==> config.mk <==
export PLATFORM = sky130hd
export DESIGN_NAME = spc_io_decoder
export DESIGN_NICKNAME = d
export VERILOG_FILES = /design/src/rtl/spc_io_pkg.sv /design/src/rtl/io_addr_decode.sv /design/src/rtl/io_ctrl_regs.sv /design/src/rtl/io_read_path.sv /design/src/rtl/spc_io_decoder.sv
export SDC_FILE = /design/constraint.sdc
export NUM_CORES = 1
export LEC_CHECK = 0
export BUFFER_PORTS_ARGS = -buffer_cell sky130_fd_sc_hd__buf_2
export CELL_PAD_IN_SITES_DETAIL_PLACEMENT = 0
export CELL_PAD_IN_SITES_GLOBAL_PLACEMENT = 1
export CORE_UTILIZATION = 35
export CTS_CLUSTER_SIZE = 25
export DETAILED_ROUTE_END_ITERATION = 7
export GPL_ROUTABILITY_DRIVEN = 0
export GPL_TIMING_DRIVEN = 1
export PLACE_DENSITY = 0.76
export SETUP_SLACK_MARGIN = 0.3
export SYNTH_ARGS = -nofsm -noshare
export SYNTH_HDL_FRONTEND = slang
export SYNTH_SLANG_ARGS = --single-unit
==> constraint.sdc <==
create_clock -name clk -period 3.1 [get_ports clk]
set_clock_uncertainty 0.15 [all_clocks]
set_input_delay 0.62 -clock clk [delete_from_list [all_inputs] [get_ports clk]]
set_output_delay 0.62 -clock clk [all_outputs]
set_load 0.03 [all_outputs]
==> src/rtl/spc_io_pkg.sv <==
package spc_io_pkg;

    typedef enum logic [2:0] {
        SRC_ZERO,
        SRC_LATCH,
        SRC_DSP,
        SRC_HOST,
        SRC_SCRATCH,
        SRC_TIMER,
        SRC_ROM,
        SRC_RAM
    } rd_src_e;

    localparam int DEF_ROM_BYTES = 64;
    localparam int DEF_DATA_W    = 8;

    // Offsets inside the 16-byte window; software layout depends on them.
    localparam logic [3:0] OFS_CTRL  = 4'd1;
    localparam logic [3:0] OFS_DADDR = 4'd2;
    localparam logic [3:0] OFS_DDATA = 4'd3;
    localparam logic [3:0] OFS_HOST0 = 4'd4;
    localparam logic [3:0] OFS_SCR0  = 4'd8;
    localparam logic [3:0] OFS_TGT0  = 4'd10;
    localparam logic [3:0] OFS_CNT0  = 4'd13;

    // Control byte bit positions.
    localparam int CTL_CLR_LO = 4;
    localparam int CTL_ROM    = 7;

    function automatic logic [DEF_ROM_BYTES*DEF_DATA_W-1:0] default_boot_image();
        logic [DEF_ROM_BYTES*DEF_DATA_W-1:0] img;
        for (int k = 0; k < DEF_ROM_BYTES; k++) begin
            img[k*DEF_DATA_W +: DEF_DATA_W] = DEF_DATA_W'(k) ^ 8'hA5;
        end
        return img;
    endfunction

endpackage

==> src/rtl/io_addr_decode.sv <==
module io_addr_decode
    import spc_io_pkg::*;
#(
    parameter int               ADDR_W    = 16,
    parameter logic [ADDR_W-1:0] IO_BASE  = 16'h00F0,
    parameter int               ROM_BYTES = 64,
    localparam int              ROM_AW    = $clog2(ROM_BYTES)
) (
    input  logic [ADDR_W-1:0] addr,
    input  logic              rom_en,
    output logic              in_io,
    output logic [3:0]        ofs,
    output logic [ROM_AW-1:0] rom_idx,
    output rd_src_e           src
);

    logic    in_rom;
    rd_src_e io_src;

    assign in_io   = (addr[ADDR_W-1:4] == IO_BASE[ADDR_W-1:4]);
    assign in_rom  = rom_en && (&addr[ADDR_W-1:ROM_AW]);
    assign ofs     = addr[3:0];
    assign rom_idx = addr[ROM_AW-1:0];

    always_comb begin
        unique case (ofs)
            4'd2:                   io_src = SRC_LATCH;
            4'd3:                   io_src = SRC_DSP;
            4'd4, 4'd5, 4'd6, 4'd7: io_src = SRC_HOST;
            4'd8, 4'd9:             io_src = SRC_SCRATCH;
            4'd13, 4'd14, 4'd15:    io_src = SRC_TIMER;
            default:                io_src = SRC_ZERO;
        endcase
    end

    always_comb begin
        if (in_io)       src = io_src;
        else if (in_rom) src = SRC_ROM;
        else             src = SRC_RAM;
    end

endmodule

==> src/rtl/io_ctrl_regs.sv <==
module io_ctrl_regs
    import spc_io_pkg::*;
#(
    parameter int  DATA_W   = 8,
    parameter int  NUM_HOST = 4,
    parameter int  NUM_SCR  = 2,
    parameter int  NUM_TMR  = 3,
    parameter int  DSP_AW   = 7,
    localparam int HIDX_W   = $clog2(NUM_HOST)
) (
    input  logic                         clk,
    input  logic                         rst,
    input  logic                         wr_io,
    input  logic [3:0]                   ofs,
    input  logic [DATA_W-1:0]            wdata,
    input  logic                         host_wr,
    input  logic [HIDX_W-1:0]            host_idx,
    input  logic [DATA_W-1:0]            host_wdata,
    output logic [DATA_W-1:0]            latch_q,
    output logic                         rom_en,
    output logic [NUM_TMR-1:0]           tmr_en,
    output logic [NUM_TMR*DATA_W-1:0]    tmr_target,
    output logic [NUM_HOST*DATA_W-1:0]   host_in,
    output logic [NUM_HOST*DATA_W-1:0]   host_out,
    output logic [NUM_SCR*DATA_W-1:0]    scratch,
    output logic                         dsp_we,
    output logic [DSP_AW-1:0]            dsp_addr,
    output logic [DATA_W-1:0]            dsp_wdata
);

    logic wr_ctrl;
    assign wr_ctrl = wr_io && (ofs == OFS_CTRL);

    // Latch and control byte.
    always_ff @(posedge clk) begin
        if (rst) begin
            latch_q <= '0;
            rom_en  <= 1'b1;
            tmr_en  <= '0;
        end else begin
            if (wr_io && ofs == OFS_DADDR) latch_q <= wdata;
            if (wr_ctrl) begin
                tmr_en <= wdata[NUM_TMR-1:0];
                rom_en <= wdata[CTL_ROM];
            end
        end
    end

    // Host input bytes: paired clear from the control byte beats a host write.
    always_ff @(posedge clk) begin
        if (rst) begin
            host_in <= '0;
        end else begin
            for (int i = 0; i < NUM_HOST; i++) begin
                if (wr_ctrl && wdata[CTL_CLR_LO + i/2])
                    host_in[i*DATA_W +: DATA_W] <= '0;
                else if (host_wr && host_idx == HIDX_W'(i))
                    host_in[i*DATA_W +: DATA_W] <= host_wdata;
            end
        end
    end

    // Plain byte registers written from the bus.
    always_ff @(posedge clk) begin
        if (rst) begin
            host_out   <= '0;
            scratch    <= '0;
            tmr_target <= '0;
        end else if (wr_io) begin
            for (int i = 0; i < NUM_HOST; i++)
                if (ofs == 4'(OFS_HOST0 + i)) host_out[i*DATA_W +: DATA_W] <= wdata;
            for (int i = 0; i < NUM_SCR; i++)
                if (ofs == 4'(OFS_SCR0 + i)) scratch[i*DATA_W +: DATA_W] <= wdata;
            for (int i = 0; i < NUM_TMR; i++)
                if (ofs == 4'(OFS_TGT0 + i)) tmr_target[i*DATA_W +: DATA_W] <= wdata;
        end
    end

    assign dsp_addr  = latch_q[DSP_AW-1:0];
    assign dsp_wdata = wdata;
    assign dsp_we    = wr_io && (ofs == OFS_DDATA) && !latch_q[DATA_W-1];


    dsp_guard_chk: assert property (@(posedge clk) disable iff (rst)
        dsp_we |-> (latch_q < DATA_W'(1 << DSP_AW)) && (dsp_addr == latch_q[DSP_AW-1:0]));


    latch_wr_chk: assert property (@(posedge clk) disable iff (rst)
        (wr_io && ofs == OFS_DADDR) |=> latch_q == $past(wdata));


    ctrl_wr_chk: assert property (@(posedge clk) disable iff (rst)
        wr_ctrl |=> (tmr_en == $past(wdata[NUM_TMR-1:0])) && (rom_en == $past(wdata[CTL_ROM])));


    pair_clear_chk: assert property (@(posedge clk) disable iff (rst)
        (wr_ctrl && wdata[CTL_CLR_LO]) |=> host_in[2*DATA_W-1:0] == '0);

endmodule

==> src/rtl/io_read_path.sv <==
module io_read_path
    import spc_io_pkg::*;
#(
    parameter int  DATA_W    = 8,
    parameter int  NUM_HOST  = 4,
    parameter int  NUM_SCR   = 2,
    parameter int  NUM_TMR   = 3,
    parameter int  TCNT_W    = 4,
    parameter int  ROM_BYTES = 64,
    parameter logic [ROM_BYTES*DATA_W-1:0] BOOT_IMAGE = default_boot_image(),
    localparam int ROM_AW    = $clog2(ROM_BYTES),
    localparam int HIDX_W    = $clog2(NUM_HOST),
    localparam int SIDX_W    = (NUM_SCR > 1) ? $clog2(NUM_SCR) : 1,
    localparam int TIDX_W    = $clog2(NUM_TMR)
) (
    input  logic                        clk,
    input  logic                        rst,
    input  logic                        rd_req,
    input  logic                        in_io,
    input  logic [3:0]                  ofs,
    input  rd_src_e                     src_d,
    input  logic [ROM_AW-1:0]           rom_idx,
    input  logic [DATA_W-1:0]           latch_q,
    input  logic [DATA_W-1:0]           dsp_rdata,
    input  logic [NUM_HOST*DATA_W-1:0]  host_in,
    input  logic [NUM_SCR*DATA_W-1:0]   scratch,
    input  logic [NUM_TMR*TCNT_W-1:0]   tmr_count,
    input  logic [DATA_W-1:0]           ram_rdata,
    output logic [DATA_W-1:0]           cpu_rdata,
    output logic [NUM_TMR-1:0]          tmr_clr
);

    rd_src_e           src_q;
    logic [DATA_W-1:0] io_d, io_q;
    logic [TIDX_W-1:0] tsel;

    assign tsel = TIDX_W'(ofs - OFS_CNT0);

    // Byte for the source selected in this request cycle.
    always_comb begin
        unique case (src_d)
            SRC_ZERO:    io_d = '0;
            SRC_LATCH:   io_d = latch_q;
            SRC_DSP:     io_d = dsp_rdata;
            SRC_HOST:    io_d = host_in[ofs[HIDX_W-1:0]*DATA_W +: DATA_W];
            SRC_SCRATCH: io_d = scratch[ofs[SIDX_W-1:0]*DATA_W +: DATA_W];
            SRC_TIMER:   io_d = DATA_W'(tmr_count[tsel*TCNT_W +: TCNT_W]);
            SRC_ROM:     io_d = BOOT_IMAGE[rom_idx*DATA_W +: DATA_W];
            SRC_RAM:     io_d = '0;
            default:     io_d = '0;
        endcase
    end

    // State register: read source held for the response cycle.
    always_ff @(posedge clk) begin
        if (rst) begin
            src_q <= SRC_ZERO;
            io_q  <= '0;
        end else if (rd_req) begin
            src_q <= src_d;
            io_q  <= io_d;
        end
    end

    // Outputs.
    always_comb begin
        unique case (src_q)
            SRC_RAM: cpu_rdata = ram_rdata;
            default: cpu_rdata = io_q;
        endcase
    end

    for (genvar t = 0; t < NUM_TMR; t++) begin : g_clr
        assign tmr_clr[t] = rd_req && in_io && (ofs == 4'(OFS_CNT0 + t));
    end


    clr_single_chk: assert property (@(posedge clk) disable iff (rst)
        $onehot0(tmr_clr));


    clr_on_read_chk: assert property (@(posedge clk) disable iff (rst)
        (tmr_clr != '0) |=> src_q == SRC_TIMER);

endmodule

==> src/rtl/spc_io_decoder.sv <==
module spc_io_decoder
    import spc_io_pkg::*;
#(
    parameter int  ADDR_W    = 16,
    parameter int  DATA_W    = 8,
    parameter int  NUM_HOST  = 4,
    parameter int  NUM_SCR   = 2,
    parameter int  NUM_TMR   = 3,
    parameter int  TCNT_W    = 4,
    parameter int  DSP_AW    = 7,
    parameter int  ROM_BYTES = 64,
    parameter logic [ADDR_W-1:0] IO_BASE = 16'h00F0,
    parameter logic [ROM_BYTES*DATA_W-1:0] BOOT_IMAGE = default_boot_image(),
    localparam int ROM_AW    = $clog2(ROM_BYTES),
    localparam int HIDX_W    = $clog2(NUM_HOST)
) (
    input  logic                        clk,
    input  logic                        rst,
    input  logic                        cpu_req,
    input  logic                        cpu_we,
    input  logic [ADDR_W-1:0]           cpu_addr,
    input  logic [DATA_W-1:0]           cpu_wdata,
    output logic [DATA_W-1:0]           cpu_rdata,
    output logic [ADDR_W-1:0]           ram_addr,
    output logic                        ram_re,
    output logic                        ram_we,
    output logic [DATA_W-1:0]           ram_wdata,
    input  logic [DATA_W-1:0]           ram_rdata,
    output logic [DSP_AW-1:0]           dsp_addr,
    output logic                        dsp_we,
    output logic [DATA_W-1:0]           dsp_wdata,
    input  logic [DATA_W-1:0]           dsp_rdata,
    input  logic                        host_wr,
    input  logic [HIDX_W-1:0]           host_idx,
    input  logic [DATA_W-1:0]           host_wdata,
    output logic [NUM_HOST*DATA_W-1:0]  host_out,
    output logic [NUM_SCR*DATA_W-1:0]   scratch_out,
    output logic [NUM_TMR-1:0]          tmr_en,
    output logic [NUM_TMR*DATA_W-1:0]   tmr_target,
    input  logic [NUM_TMR*TCNT_W-1:0]   tmr_count,
    output logic [NUM_TMR-1:0]          tmr_clr
);

    logic                        in_io, rom_en, wr_io, rd_req;
    logic [3:0]                  ofs;
    logic [ROM_AW-1:0]           rom_idx;
    rd_src_e                     src_d;
    logic [DATA_W-1:0]           latch_q;
    logic [NUM_HOST*DATA_W-1:0]  host_in;

    assign wr_io  = cpu_req && cpu_we && in_io;
    assign rd_req = cpu_req && !cpu_we;

    // Every write falls through to RAM.
    assign ram_addr  = cpu_addr;
    assign ram_we    = cpu_req && cpu_we;
    assign ram_re    = rd_req;
    assign ram_wdata = cpu_wdata;

    io_addr_decode #(
        .ADDR_W(ADDR_W), .IO_BASE(IO_BASE), .ROM_BYTES(ROM_BYTES)
    ) u_dec (
        .addr(cpu_addr), .rom_en(rom_en), .in_io(in_io), .ofs(ofs),
        .rom_idx(rom_idx), .src(src_d)
    );

    io_ctrl_regs #(
        .DATA_W(DATA_W), .NUM_HOST(NUM_HOST), .NUM_SCR(NUM_SCR),
        .NUM_TMR(NUM_TMR), .DSP_AW(DSP_AW)
    ) u_regs (
        .clk(clk), .rst(rst), .wr_io(wr_io), .ofs(ofs), .wdata(cpu_wdata),
        .host_wr(host_wr), .host_idx(host_idx), .host_wdata(host_wdata),
        .latch_q(latch_q), .rom_en(rom_en), .tmr_en(tmr_en),
        .tmr_target(tmr_target), .host_in(host_in), .host_out(host_out),
        .scratch(scratch_out), .dsp_we(dsp_we), .dsp_addr(dsp_addr),
        .dsp_wdata(dsp_wdata)
    );

    io_read_path #(
        .DATA_W(DATA_W), .NUM_HOST(NUM_HOST), .NUM_SCR(NUM_SCR),
        .NUM_TMR(NUM_TMR), .TCNT_W(TCNT_W), .ROM_BYTES(ROM_BYTES),
        .BOOT_IMAGE(BOOT_IMAGE)
    ) u_rd (
        .clk(clk), .rst(rst), .rd_req(rd_req), .in_io(in_io), .ofs(ofs),
        .src_d(src_d), .rom_idx(rom_idx), .latch_q(latch_q),
        .dsp_rdata(dsp_rdata), .host_in(host_in), .scratch(scratch_out),
        .tmr_count(tmr_count), .ram_rdata(ram_rdata), .cpu_rdata(cpu_rdata),
        .tmr_clr(tmr_clr)
    );


    ram_fallthrough_chk: assert property (@(posedge clk) disable iff (rst)
        (cpu_req && cpu_we) |-> ram_we && (ram_addr == cpu_addr) && (ram_wdata == cpu_wdata));


    dsp_quiet_chk: assert property (@(posedge clk) disable iff (rst)
        dsp_we |-> cpu_req && cpu_we);

endmodule

After elaboration in Yosys (flattened, before gate mapping). Memory sizes are Yosys's and may differ from the RTL's. Cells that the tools add are included.

Flip-flop bits (word level): 127. ROM bits: 48. Output and inout bits: 128. Memories: 1.

Memory list: (name not given) (words 16, bits a word 3, rd ports 1, clocked after Yosys merged registers in 0, write ports 0, RTL line io_addr_decode.sv:26) `unique case (ofs)`.

$add $sub $neg: 1. Equal/unequal tests: 27. Shift operators: 4. Muxes and demuxes: 4. Reduce and logical (&&, ||, !) cells: 35.

Operators with widths (number): $shiftx A512 B10 Y8 const A (1); $pmux W8 S7 (1); $eq A4 B4 Y1 const B (8); $shiftx A32 B6 Y8 (1); $logic_and A1 B1 Y1 (18); $reduce_and A2 Y1 (9); $eq A4 B3 Y1 const B (4); $shiftx A16 B5 Y8 (1); $eq A3 B3 Y1 const B (5); $eq A12 B4 Y1 const B (1); $shiftx A12 B5 Y4 (1); $reduce_and A10 Y1 (1); $eq A4 B2 Y1 const B (2); $mux W8 (1); $eq A3 B2 Y1 const B (2); $reduce_or A2 Y1 (3); $eq A2 B2 Y1 const B (2); $eq A4 B1 Y1 const B (1); $eq A3 B1 Y1 const B (1); $logic_not A3 Y1 (1); $mux W3 (1); $eq A2 B1 Y1 const B (1); $logic_not A1 Y1 (2); $logic_not A2 Y1 (1); 2 further kinds (2).

Longest topological paths before layout.
Depth in word-level cells: 7. Gate-level depth with buffers: 12.

By module. Synthesis repeated with hierarchy kept, for this count alone.

Cells, all modules: 662. Area, all modules: 6423.7 um^2.

By module, submodules not included: io_ctrl_regs (instances 1, cells an instance 442, area each 4638.2 um^2, seq. area each 2322.2 um^2); io_read_path (instances 1, cells an instance 165, area each 1391.3 um^2, seq. area each 220.2 um^2); spc_io_decoder (instances 1, cells an instance 27, area each 203.9 um^2, seq. area each 0.0 um^2); io_addr_decode (instances 1, cells an instance 28, area each 190.2 um^2, seq. area each 0.0 um^2).

Worst setup path after synthesis. OpenSTA, ideal clock, no wires.

Path kind: in2reg. From: input cpu_addr[0]. To: register u_rd.io_q[0]. Setup time: 79 ps. Arrival time: 2844 ps. Data required time: 2871 ps. Slack: 27 ps. Stages on the path: 11. Buffers on the path: 4. Cells stage by stage: buf_2 > buf_2 > buf_2 > inv_1 > ha_1 > clkbuf_1 > nor2b_1 > o21bai_2 > o21bai_2 > mux2_2 > a211oi_2.

Word-level cells in the longest chain between the ends: 5. Elaborated cells on any way between the ends: 17.

RTL lines: start, declared (RTL line spc_io_decoder.sv:21) `input logic [ADDR_W-1:0] cpu_addr,`; branches (longest 4 deep; another with $shiftx A512 B10 Y8); $pmux W8 S7 (*) (RTL line io_read_path.sv:41) `unique case (src_d)`; end signal, assigned (RTL line io_read_path.sv:61) `io_q <= io_d;`; end, declared (RTL line io_read_path.sv:34) `logic [DATA_W-1:0] io_d, io_q;`.

Mark *: on every way between the ends. A chain may end at the register's enable or synchronous reset.

Worst setup path after layout.
From: input cpu_addr[9]. To: output tmr_clr[0].

Word-level cells in the longest chain between the ends: 3.

RTL lines: $eq A12 B4 Y1 (RTL line io_addr_decode.sv:20) `assign in_io = (addr[ADDR_W-1:4] == IO_BASE[ADDR_W-1:4]);`; $logic_and A1 B1 Y1 (2 in a row) (RTL line io_read_path.sv:74) `assign tmr_clr[t] = rd_req && in_io && (ofs == 4'(OFS_CNT0 + t));`; end, declared (RTL line spc_io_decoder.sv:41) `output logic [NUM_TMR-1:0] tmr_clr`.

Every way passes these cells.

==> impl_metrics.ini <==
[critical_path]
cp.arrival_ns = 1.93
crit_fanout = 17
crit_path_start_kind = primary input
crit_chain = buf_2 -> nor4b_2 -> nand3_2 -> buf_4 -> nor3_2 -> buf_2
worst_setup_path_end_kind = output pin
path_delay_family = simple AND/OR/NAND/NOR gates
crit_buf_inv = 3
reg2reg_slack_ns = 1.30
crit_path_max_incr_delay_ns = 0.38
crit_top_cell = buf_2
cpMaxStageDelayCell = nor4b_2
cp.required_ns = 2.33
path_class = in2out

[hold_path]
hold_class = reg2reg

[timing]
max_clock_freq_mhz = 371
timing.slew.headroom_pct = 55.4
rsz0062_at_grt = no
post-route-min-period_ns = 2.70
finalCritPeriodShare_pct = 87.0
tightest_slew_ns = 0.669
report.final.hold_viol_count = 0
maxSlewViolCount = 0
setup_tns_ns = 0
setup_violations = 0

[yosys]
ys_warn_count = 0
synth_nets = 704
synth_cell_types = 54
synth-compound-area-share_pct = 6.54
synth-seq-cells = 127
synthAdderAreaFrac_pct = 0.817
ys_seq_area_share_pct = 41.5
yosys.area_share.simple_pct = 17.4
dominantRegCellSynth = dfxtp_1
synth_edf_count = 0
syn_area_um2 = 6130
synth_area_per_cell_um2 = 9.68
netlist_instances = 633
synth_xor_area_share_pct = 0
synth-async-reset-ratio_pct = 0
synthMuxAreaShare_pct = 25.6
synth_top_family_by_area = multiplexers

[final_layout]
drive_gt1_share_pct = 36.3
seq_area_um2 = 2540
stdcell_area_um2 = 7660
final_cell_mix = 194 x buf_2, 130 x nor2_1, 127 x dfxtp_1, 124 x mux2i_1, 21 x nand2_1
multi_input_area_um2 = 3110
fillers = 1725
area_growth_pct = 25.1
layout.nets = 849
layout_commonest_cell = buf_2

[pwr]
leakage_nw = 4.07
ir_drop_uv = 322
p_per_area_nw_per_um2 = 534

[floorplanning]
core.rowCount = 48
io_pins = 195
core_area_um2 = 17200
chipHeight_um = 134
die_area_um2 = 18000
die_w_um = 134
initial_core_util_pct = 35.7

[cts]
clk_path_buf_depth = 2
root_buffer = clkbuf_16
cts_setup_buffers = 0
clock_sinks = 127
cts-buffers-inserted = 17
cts_tree = done
path_clk_slew_ns = 0.06
clock_latency_ns = 0.41
h-tree-depth = 4

[detailed_routing]
drc = 0
first_pass_iters = 5
drtAntennaViolNets = 0
wl_per_cell_um = 17.4
drt-initial-drc-count = 289
routed_wl_um = 17700
num_vias = 5044
via_per_inst = 4.96

[grt]
grt_pass1_wl_um = 27000
grt_pass1_vias = 4750
grt-ovfl-total = 0
grt_max_degree = 64
grt_antenna_before_repair = 3
grt_usage_pct = 19.9

[job]
max-cap-violations = 0

[placement]
dp_hpwl_um = 12900
placed_area_um2 = 7030
io_buffers = 194

[run_status]
status = finished, final reports clean
-- layer usage --
layer  GRT usage [%]  share of wire [%]
met5               0               0.15
met4            7.05                1.1
met3            5.33                6.8
met2            31.8                 47
met1            25.8                 45
-- power by group --
part           leakage (nW)  switching, mW  internal [mW]
Clock                 0.302          0.768           1.30
Combinational          2.74          0.236          0.124
Sequential             1.03        0.00978           1.65
-- sequential cells by signal (all words and copies together) (netlist names) --
name,count
u_regs.rom_en,1
u_rd.io_q,8
u_regs.tmr_en,3
u_rd.src_q,3
u_regs.tmr_target,24
u_regs.host_out,32
u_regs.scratch,16
u_regs.host_in,32
u_regs.latch_q,8
-- worst paths after layout --
kind                    startpoint               end  depth (start not counted)
hold / removal    u_regs.tmr_en[0]  u_regs.tmr_en[0]                          2
setup reg to reg     u_regs.rom_en      u_rd.io_q[0]                          6
setup / recovery       cpu_addr[9]        tmr_clr[0]                          6
hold reg to reg   u_regs.tmr_en[0]  u_regs.tmr_en[0]                          2
-- worst register-to-register path, cell delays in order, from the launching register on --
cell	delay, ns
dfxtp_1	0.34
nand4_1	0.10
nor3_2	0.18
buf_4	0.21
o21bai_4	0.16
mux2_2	0.36
a211oi_2	0.22
-- layout make-up --
cell class	instances	area share [%]
tap	225	3.67
inverter	4	0.196
clock buffer	18	5.73
multi-input combinational	418	40.6
timing repair buffer	210	14.2
clock inverter	14	2.32
antenna	1	0.0327
sequential	127	33.2
-- cells in the mapped netlist (3+ instances only) --
library cell,count,share of area (%)
a211oi_1,8,0.98
a21o_1,3,0.37
a21oi_1,8,0.65
a22oi_1,5,0.61
a311oi_1,5,0.71
and2_1,5,0.51
and4_1,3,0.43
buf_1,3,0.18
buf_2,10,0.82
buf_4,42,5.1
clkbuf_1,29,1.8
dfxtp_1,127,42
ha_1,4,0.82
inv_1,3,0.18
mux2_2,12,2.2
mux2i_1,124,20
mux4_2,8,2.9
nand2_1,21,1.3
nand3_1,7,0.57
nand3_2,8,1.3
nand3b_1,4,0.49
nor2_1,130,8.0
nor2b_1,5,0.51
nor3_1,10,0.82
nor4_1,3,0.31
o21ai_1,6,0.49
o31ai_1,3,0.37
-- cells by family after synthesis --
| family | Yosys count |
|---|---|
| simple gates | 215 |
| mux | 145 |
| flops | 127 |
| buf+inv | 88 |
| compound gates | 54 |
| fa+ha+maj | 4 |
-- stage by stage --
| stage | total power [mW] | hold WS (ns) | cells | setup WS, ns | utilization [%] |
|---|---|---|---|---|---|
| after floorplan | 1.95 | 0.291 | 633 | 0.238 | - |
| after global placement | 2.05 | 0.293 | 984 | 0.247 | 40.9 |
| after detailed placement | 2.06 | 0.299 | 984 | 0.233 | 40.9 |
| after CTS | 4.14 | 0.316 | 1016 | 0.334 | 44.5 |
| after global routing | 4.24 | 0.339 | 1017 | 0.322 | 44.6 |
| final | 4.09 | 0.309 | 1017 | 0.403 | 44.6 |
-- repair_timing --
| action | 4_1_cts | 5_1_grt |
|---|---|---|
| hold buffers | 0 | 0 |
| setup endpoints to repair | 2 | 3 |
| pin swaps | 0 | 0 |
| resized for setup | 1 | 2 |
No activity file was read; power rests on OpenSTA's default activity.
